## config.mk

```make
export PLATFORM = sky130hd
export DESIGN_NAME = spi_sck_divider
export DESIGN_NICKNAME = d
export VERILOG_FILES = /design/src/rtl/spi_div_pkg.sv /design/src/rtl/div_ratio_sel.sv /design/src/rtl/div_tick.sv /design/src/rtl/sck_gen.sv /design/src/rtl/spi_sck_divider.sv
export SDC_FILE = /design/constraint.sdc
export NUM_CORES = 1
export LEC_CHECK = 0
export BUFFER_PORTS_ARGS = -buffer_cell sky130_fd_sc_hd__buf_2
export CORE_ASPECT_RATIO = 0.6
export CORE_UTILIZATION = 38
export DETAILED_ROUTE_END_ITERATION = 10
export PLACE_DENSITY_LB_ADDON = 0.1
export SYNTH_ARGS = -nofsm -noshare
export SYNTH_HDL_FRONTEND = slang
export SYNTH_SLANG_ARGS = --single-unit
```

## constraint.sdc

```tcl
create_clock -name clk_i -period 2.6 [get_ports clk_i]
set_clock_uncertainty 0.2 [all_clocks]
set_input_delay 0.39 -clock clk_i [delete_from_list [all_inputs] [get_ports clk_i]]
set_output_delay 0.39 -clock clk_i [all_outputs]
set_load 0.005 [all_outputs]
```

## src/rtl/spi_div_pkg.sv

```systemverilog
package spi_div_pkg;

    typedef enum logic {
        LAW_POW2 = 1'b0,
        LAW_LIN  = 1'b1
    } div_law_e;

    typedef struct packed {
        logic lead;
        logic trail;
    } sck_edge_t;

    function automatic int unsigned max_u(input int unsigned a, input int unsigned b);
        return (a > b) ? a : b;
    endfunction

endpackage

```

## src/rtl/div_ratio_sel.sv

```systemverilog
module div_ratio_sel
    import spi_div_pkg::*;
#(
    parameter int LIN_W = 8,
    parameter int EXP_W = 4,
    parameter int HW    = 15,
    localparam int CTRL_W = LIN_W + EXP_W + 1
) (
    input  logic              clk_i,
    input  logic              rst_i,
    input  logic              capture_i,
    input  logic [CTRL_W-1:0] ctrl_i,
    output logic [HW-1:0]     half_o
);

    logic [LIN_W-1:0] lin_f;
    logic [EXP_W-1:0] exp_f;
    div_law_e         law;
    logic [HW-1:0]    half_nxt;

    assign lin_f = ctrl_i[LIN_W-1:0];
    assign exp_f = ctrl_i[LIN_W +: EXP_W];
    assign law   = div_law_e'(ctrl_i[CTRL_W-1]);

    always_comb begin
        if (law == LAW_LIN) begin
            half_nxt = HW'(lin_f) + HW'(1);
        end else if (exp_f == '0) begin
            half_nxt = HW'(1);
        end else begin
            half_nxt = HW'(1) << (exp_f - EXP_W'(1));
        end
    end

    always_ff @(posedge clk_i) begin
        if (rst_i) begin
            half_o <= HW'(1);
        end else if (capture_i) begin
            half_o <= half_nxt;
        end
    end

endmodule

```

## src/rtl/div_tick.sv

```systemverilog
module div_tick #(
    parameter int HW = 15
) (
    input  logic          clk_i,
    input  logic          rst_i,
    input  logic          run_i,
    input  logic [HW-1:0] half_i,
    output logic          tick_o
);

    logic [HW-1:0] cnt;

    assign tick_o = run_i && (cnt == half_i - HW'(1));

    always_ff @(posedge clk_i) begin
        if (rst_i || !run_i) begin
            cnt <= '0;
        end else if (tick_o) begin
            cnt <= '0;
        end else begin
            cnt <= cnt + HW'(1);
        end
    end

endmodule

```

## src/rtl/sck_gen.sv

```systemverilog
module sck_gen
    import spi_div_pkg::*;
(
    input  logic      clk_i,
    input  logic      rst_i,
    input  logic      run_i,
    input  logic      tick_i,
    input  logic      cpol_i,
    output logic      sck_o,
    output sck_edge_t edge_o
);

    always_ff @(posedge clk_i) begin
        if (rst_i) begin
            sck_o  <= 1'b0;
            edge_o <= '0;
        end else if (!run_i) begin
            sck_o  <= cpol_i;
            edge_o <= '0;
        end else begin
            edge_o.lead  <= tick_i && (sck_o == cpol_i);
            edge_o.trail <= tick_i && (sck_o != cpol_i);
            if (tick_i) begin
                sck_o <= ~sck_o;
            end
        end
    end

endmodule

```

## src/rtl/spi_sck_divider.sv

```systemverilog
module spi_sck_divider
    import spi_div_pkg::*;
#(
    parameter int LIN_W = 8,
    parameter int EXP_W = 4,
    localparam int CTRL_W = LIN_W + EXP_W + 1,
    localparam int HW = int'(max_u(LIN_W + 1, (1 << EXP_W) - 1))
) (
    input  logic              clk_i,
    input  logic              rst_i,
    input  logic              en_i,
    input  logic              cpol_i,
    input  logic [CTRL_W-1:0] ctrl_i,
    output logic              sck_o,
    output logic              lead_o,
    output logic              trail_o
);

    logic [HW-1:0] half;
    logic          tick;
    sck_edge_t     edges;

    div_ratio_sel #(.LIN_W(LIN_W), .EXP_W(EXP_W), .HW(HW)) u_ratio (
        .clk_i     (clk_i),
        .rst_i     (rst_i),
        .capture_i (!en_i),
        .ctrl_i    (ctrl_i),
        .half_o    (half)
    );

    div_tick #(.HW(HW)) u_tick (
        .clk_i  (clk_i),
        .rst_i  (rst_i),
        .run_i  (en_i),
        .half_i (half),
        .tick_o (tick)
    );

    sck_gen u_sck (
        .clk_i  (clk_i),
        .rst_i  (rst_i),
        .run_i  (en_i),
        .tick_i (tick),
        .cpol_i (cpol_i),
        .sck_o  (sck_o),
        .edge_o (edges)
    );

    assign lead_o  = edges.lead;
    assign trail_o = edges.trail;

endmodule

```

==> run_results.csv <==
group,metric,value,unit
status,status,"finished, violations left",
status,violations,"negative setup slack",
placement,dpl_cell_area,2360,µm²
yosys,synth_compound_area_share,16.8,%
final_layout,seqCellArea,663,µm²
clock_network,cts.sinks,33,
clock_network,clock_path_buffers,2,
final_layout,layout_common_cells,"nor2_1, dfxtp_1, buf_2",
yosys,syn_area_per_cell,8.25,µm²
yosys,synth.area.mux_share,0,%
final_layout,syn2layout_area_growth,20.2,%
yosys,synth_edf_count,0,
worst_setup_path,start_kind,"flop",
yosys,yosysWarningCount,0,
yosys,synth_top_family_by_area,"simple AND/OR/NAND/NOR gates",
worst_setup_path,path_cells,"or4_4, or3_4, a2111oi_4, nand4b_4, or3_4, and3_4",
floorplanning,io_pins,20,
floorplanning,initial_utilization,40.3,%
clock_network,cts_tree,"built",
final_layout,diodes,0,
floorplanning,die_w,97.7,µm
sta,slew_violations,0,
sta,setup_viol,1,
clock_network,clk_latency,280,ps
floorplanning,die_h,59.4,µm
yosys,ys_types,49,
worst_setup_path,critPathSlowestCell,"or4_4",
worst_setup_path,cp-startpoint,"u_ratio.half_o[1]",
final_layout,stdcell_area,2510,µm²
worst_setup_path,max_stage_delay,530,ps
final_layout,final_common_cell,"nor2_1",
worst_setup_path,end_kind,"flop",
sta,rsz0062_at_grt,"yes",
worst_hold_path,hold_class,"primary input to flop",
yosys,netlist_instances,253,
sta,finalSetupTns,-4.01,ps
yosys,ys_ff_latch,33,
detailed_routing,vias,1912,
final_layout,drive_gt1_share,23.3,%
worst_setup_path,r2r-start,"u_ratio.half_o[1]",
worst_setup_path,required,2580,ps
yosys,synth_fp_nets,273,
final_layout,final_util,48.5,%
sta,slew_headroom,63.1,%
power,powerDensity,465,nW/µm²
final_layout,multi_input_comb_area,1410,µm²
sta,worst_slack,-4.01,ps
power,ir_drop,0.171,mV
sta,hold_viol_final,0,
worst_setup_path,crit_fanout,3,
yosys,synth_area,2090,µm²
worst_setup_path,cp.arrival,2580,ps
sta,min_period_over_period,100,%
sta,fin_crit,2600,ps
detailed_routing,viasPerCell,5.40,
sta,worst_hold_slack,163,ps
yosys,ys.flop_type,"dfxtp_1",
global_routing,antenna_found_initial,0,
clock_network,clk_pin_slew,70,ps
power,total_power,0.00117,W
placement,hpwlAfterDp,4110,µm
placement,gp_congestion,0.882,
clock_network,cts-hold-fix-buffers,0,
clock_network,htree_levels,2,
floorplanning,core_area,5180,µm²
sta,worst_pin_slew,549,ps
yosys,synth_fa_ha_area_share,1.80,%
worst_hold_path,holdCritStartpoint,"ctrl_i[8]",
yosys,synth-xor-area-share,16.2,%
detailed_routing,ant_nets,0,
sta,fmax,0.384,GHz
floorplanning,rows,20,
global_routing,grt_max_degree,28,
yosys,synthSimpleGateAreaFrac,30.7,%
final_layout,final_nets,308,
global_routing,first_global_vias,1755,
run,maxCapViolations,0,
global_routing,grt.total_usage,19.9,%
placement,portBuffers,19,
detailed_routing,drc,0,
worst_setup_path,crit_type,"flop to flop",
power,leakagePower,0.950,nW
clock_network,numCtsBuffers,5,
detailed_routing,initialDrtViolationCount,94,
yosys,yosysSeqAreaShare,31.6,%
final_layout,fill_cells,501,
floorplanning,dieArea,5810,µm²
global_routing,grt_pass1_wl,8710,µm
detailed_routing,wl,5340,µm
clock_network,cts_root_buf,"clkbuf_8",
worst_setup_path,cp_common_cell,"or3_4",
detailed_routing,wl_per_cell,15.1,µm
detailed_routing,drtPass1Iterations,4,
yosys,async_flop_share,0,%
global_routing,grt_overflow,0,
[layout make-up]
type | count | share of cell area, %
Clock buffer | 7 | 3.44
Inverter | 5 | 0.748
Multi-Input combinational cell | 205 | 56.1
Sequential cell | 33 | 26.4
Tap cell | 66 | 3.29
Timing Repair Buffer | 38 | 9.97
[routing by layer]
| metal | global-route usage (%) | up-vias | part of all wire, % |
|---|---|---|---|
| met5 | 0 | - | 0 |
| met4 | 4.11 | 0 | 0.43 |
| met3 | 4.48 | 2 | 5.3 |
| met2 | 28.6 | 38 | 39 |
| met1 | 30.0 | 887 | 55 |
| li1 | - | 985 | - |
[kinds of logic after synthesis]
kind of cell	count (synthesis)
and+or+nand+nor	119
AOI/OAI and AO/OA	46
xor gates and xnor gates	37
DFF	33
buffers and inverters	15
adders and majority gates	3
[synthesized netlist by cell type (3+ instances only)]
cell type  instances  area share, %
nor2_1            35            6.3
nor2b_1            3           0.90
xor2_1            18            7.5
and4_1             3            1.3
inv_1              5           0.90
ha_1               3            1.8
a31oi_1            4            1.2
dfxtp_1           33             32
o21ai_0            6            1.4
a21oi_1           10            2.4
and3_1             4            1.2
nor4_1             6            1.8
xnor2_1           18            7.5
nand4_1            5            1.5
nand2b_1           6            1.8
clkbuf_1           9            1.6
nor3_1            12            2.9
nand3_1           11            2.6
nand2_1           18            3.2
a211oi_1           9            3.2
[what timing repair did]
| item | in CTS | in global routing |
|---|---|---|
| gates resized for setup | 2 | 6 |
| setup endpoints to repair | 15 | 18 |
| pin swaps | 3 | 2 |
| buffers inserted | 1 | 0 |
[critical path: cells and delay by family, from the launching register on]
family	cells	cell delay (ps)
AOI/OAI and AO/OA	1	370
DFF	1	330
and+or+nand+nor	5	1610
[final timing paths]
| kind | cells past startpoint | to | slack (ps) |
|---|---|---|---|
| hold reg to reg | 2 | u_ratio.half_o[14] | 280 |
| setup reg to reg | 6 | u_tick.cnt[1] | -4 |
| hold / removal | 2 | u_ratio.half_o[11] | 160 |
| setup / recovery | 6 | u_tick.cnt[1] | -4 |
[stage by stage]
stage          setup WS [ps]  std cells
2_1_floorplan           1.51        253
3_3_place_gp           -99.9        346
3_5_place_dp            -137        346
4_1_cts                 2.27        354
5_1_grt                -88.0        354
6_report               -4.01        354
[state kept, by name, indices dropped and copies added (netlist names)]
name,cells
u_ratio.half_o,15
u_sck.edge_o,2
u_sck.sck_o,1
u_tick.cnt,15
[where the power goes]
part	internal [W]	switching, W
clock	0.000210	0.000182
sequential	0.000519	0.0000149
combinational	0.000112	0.000130
total	0.000841	0.000326
Note: power is estimated with default switching activity, not from simulation.
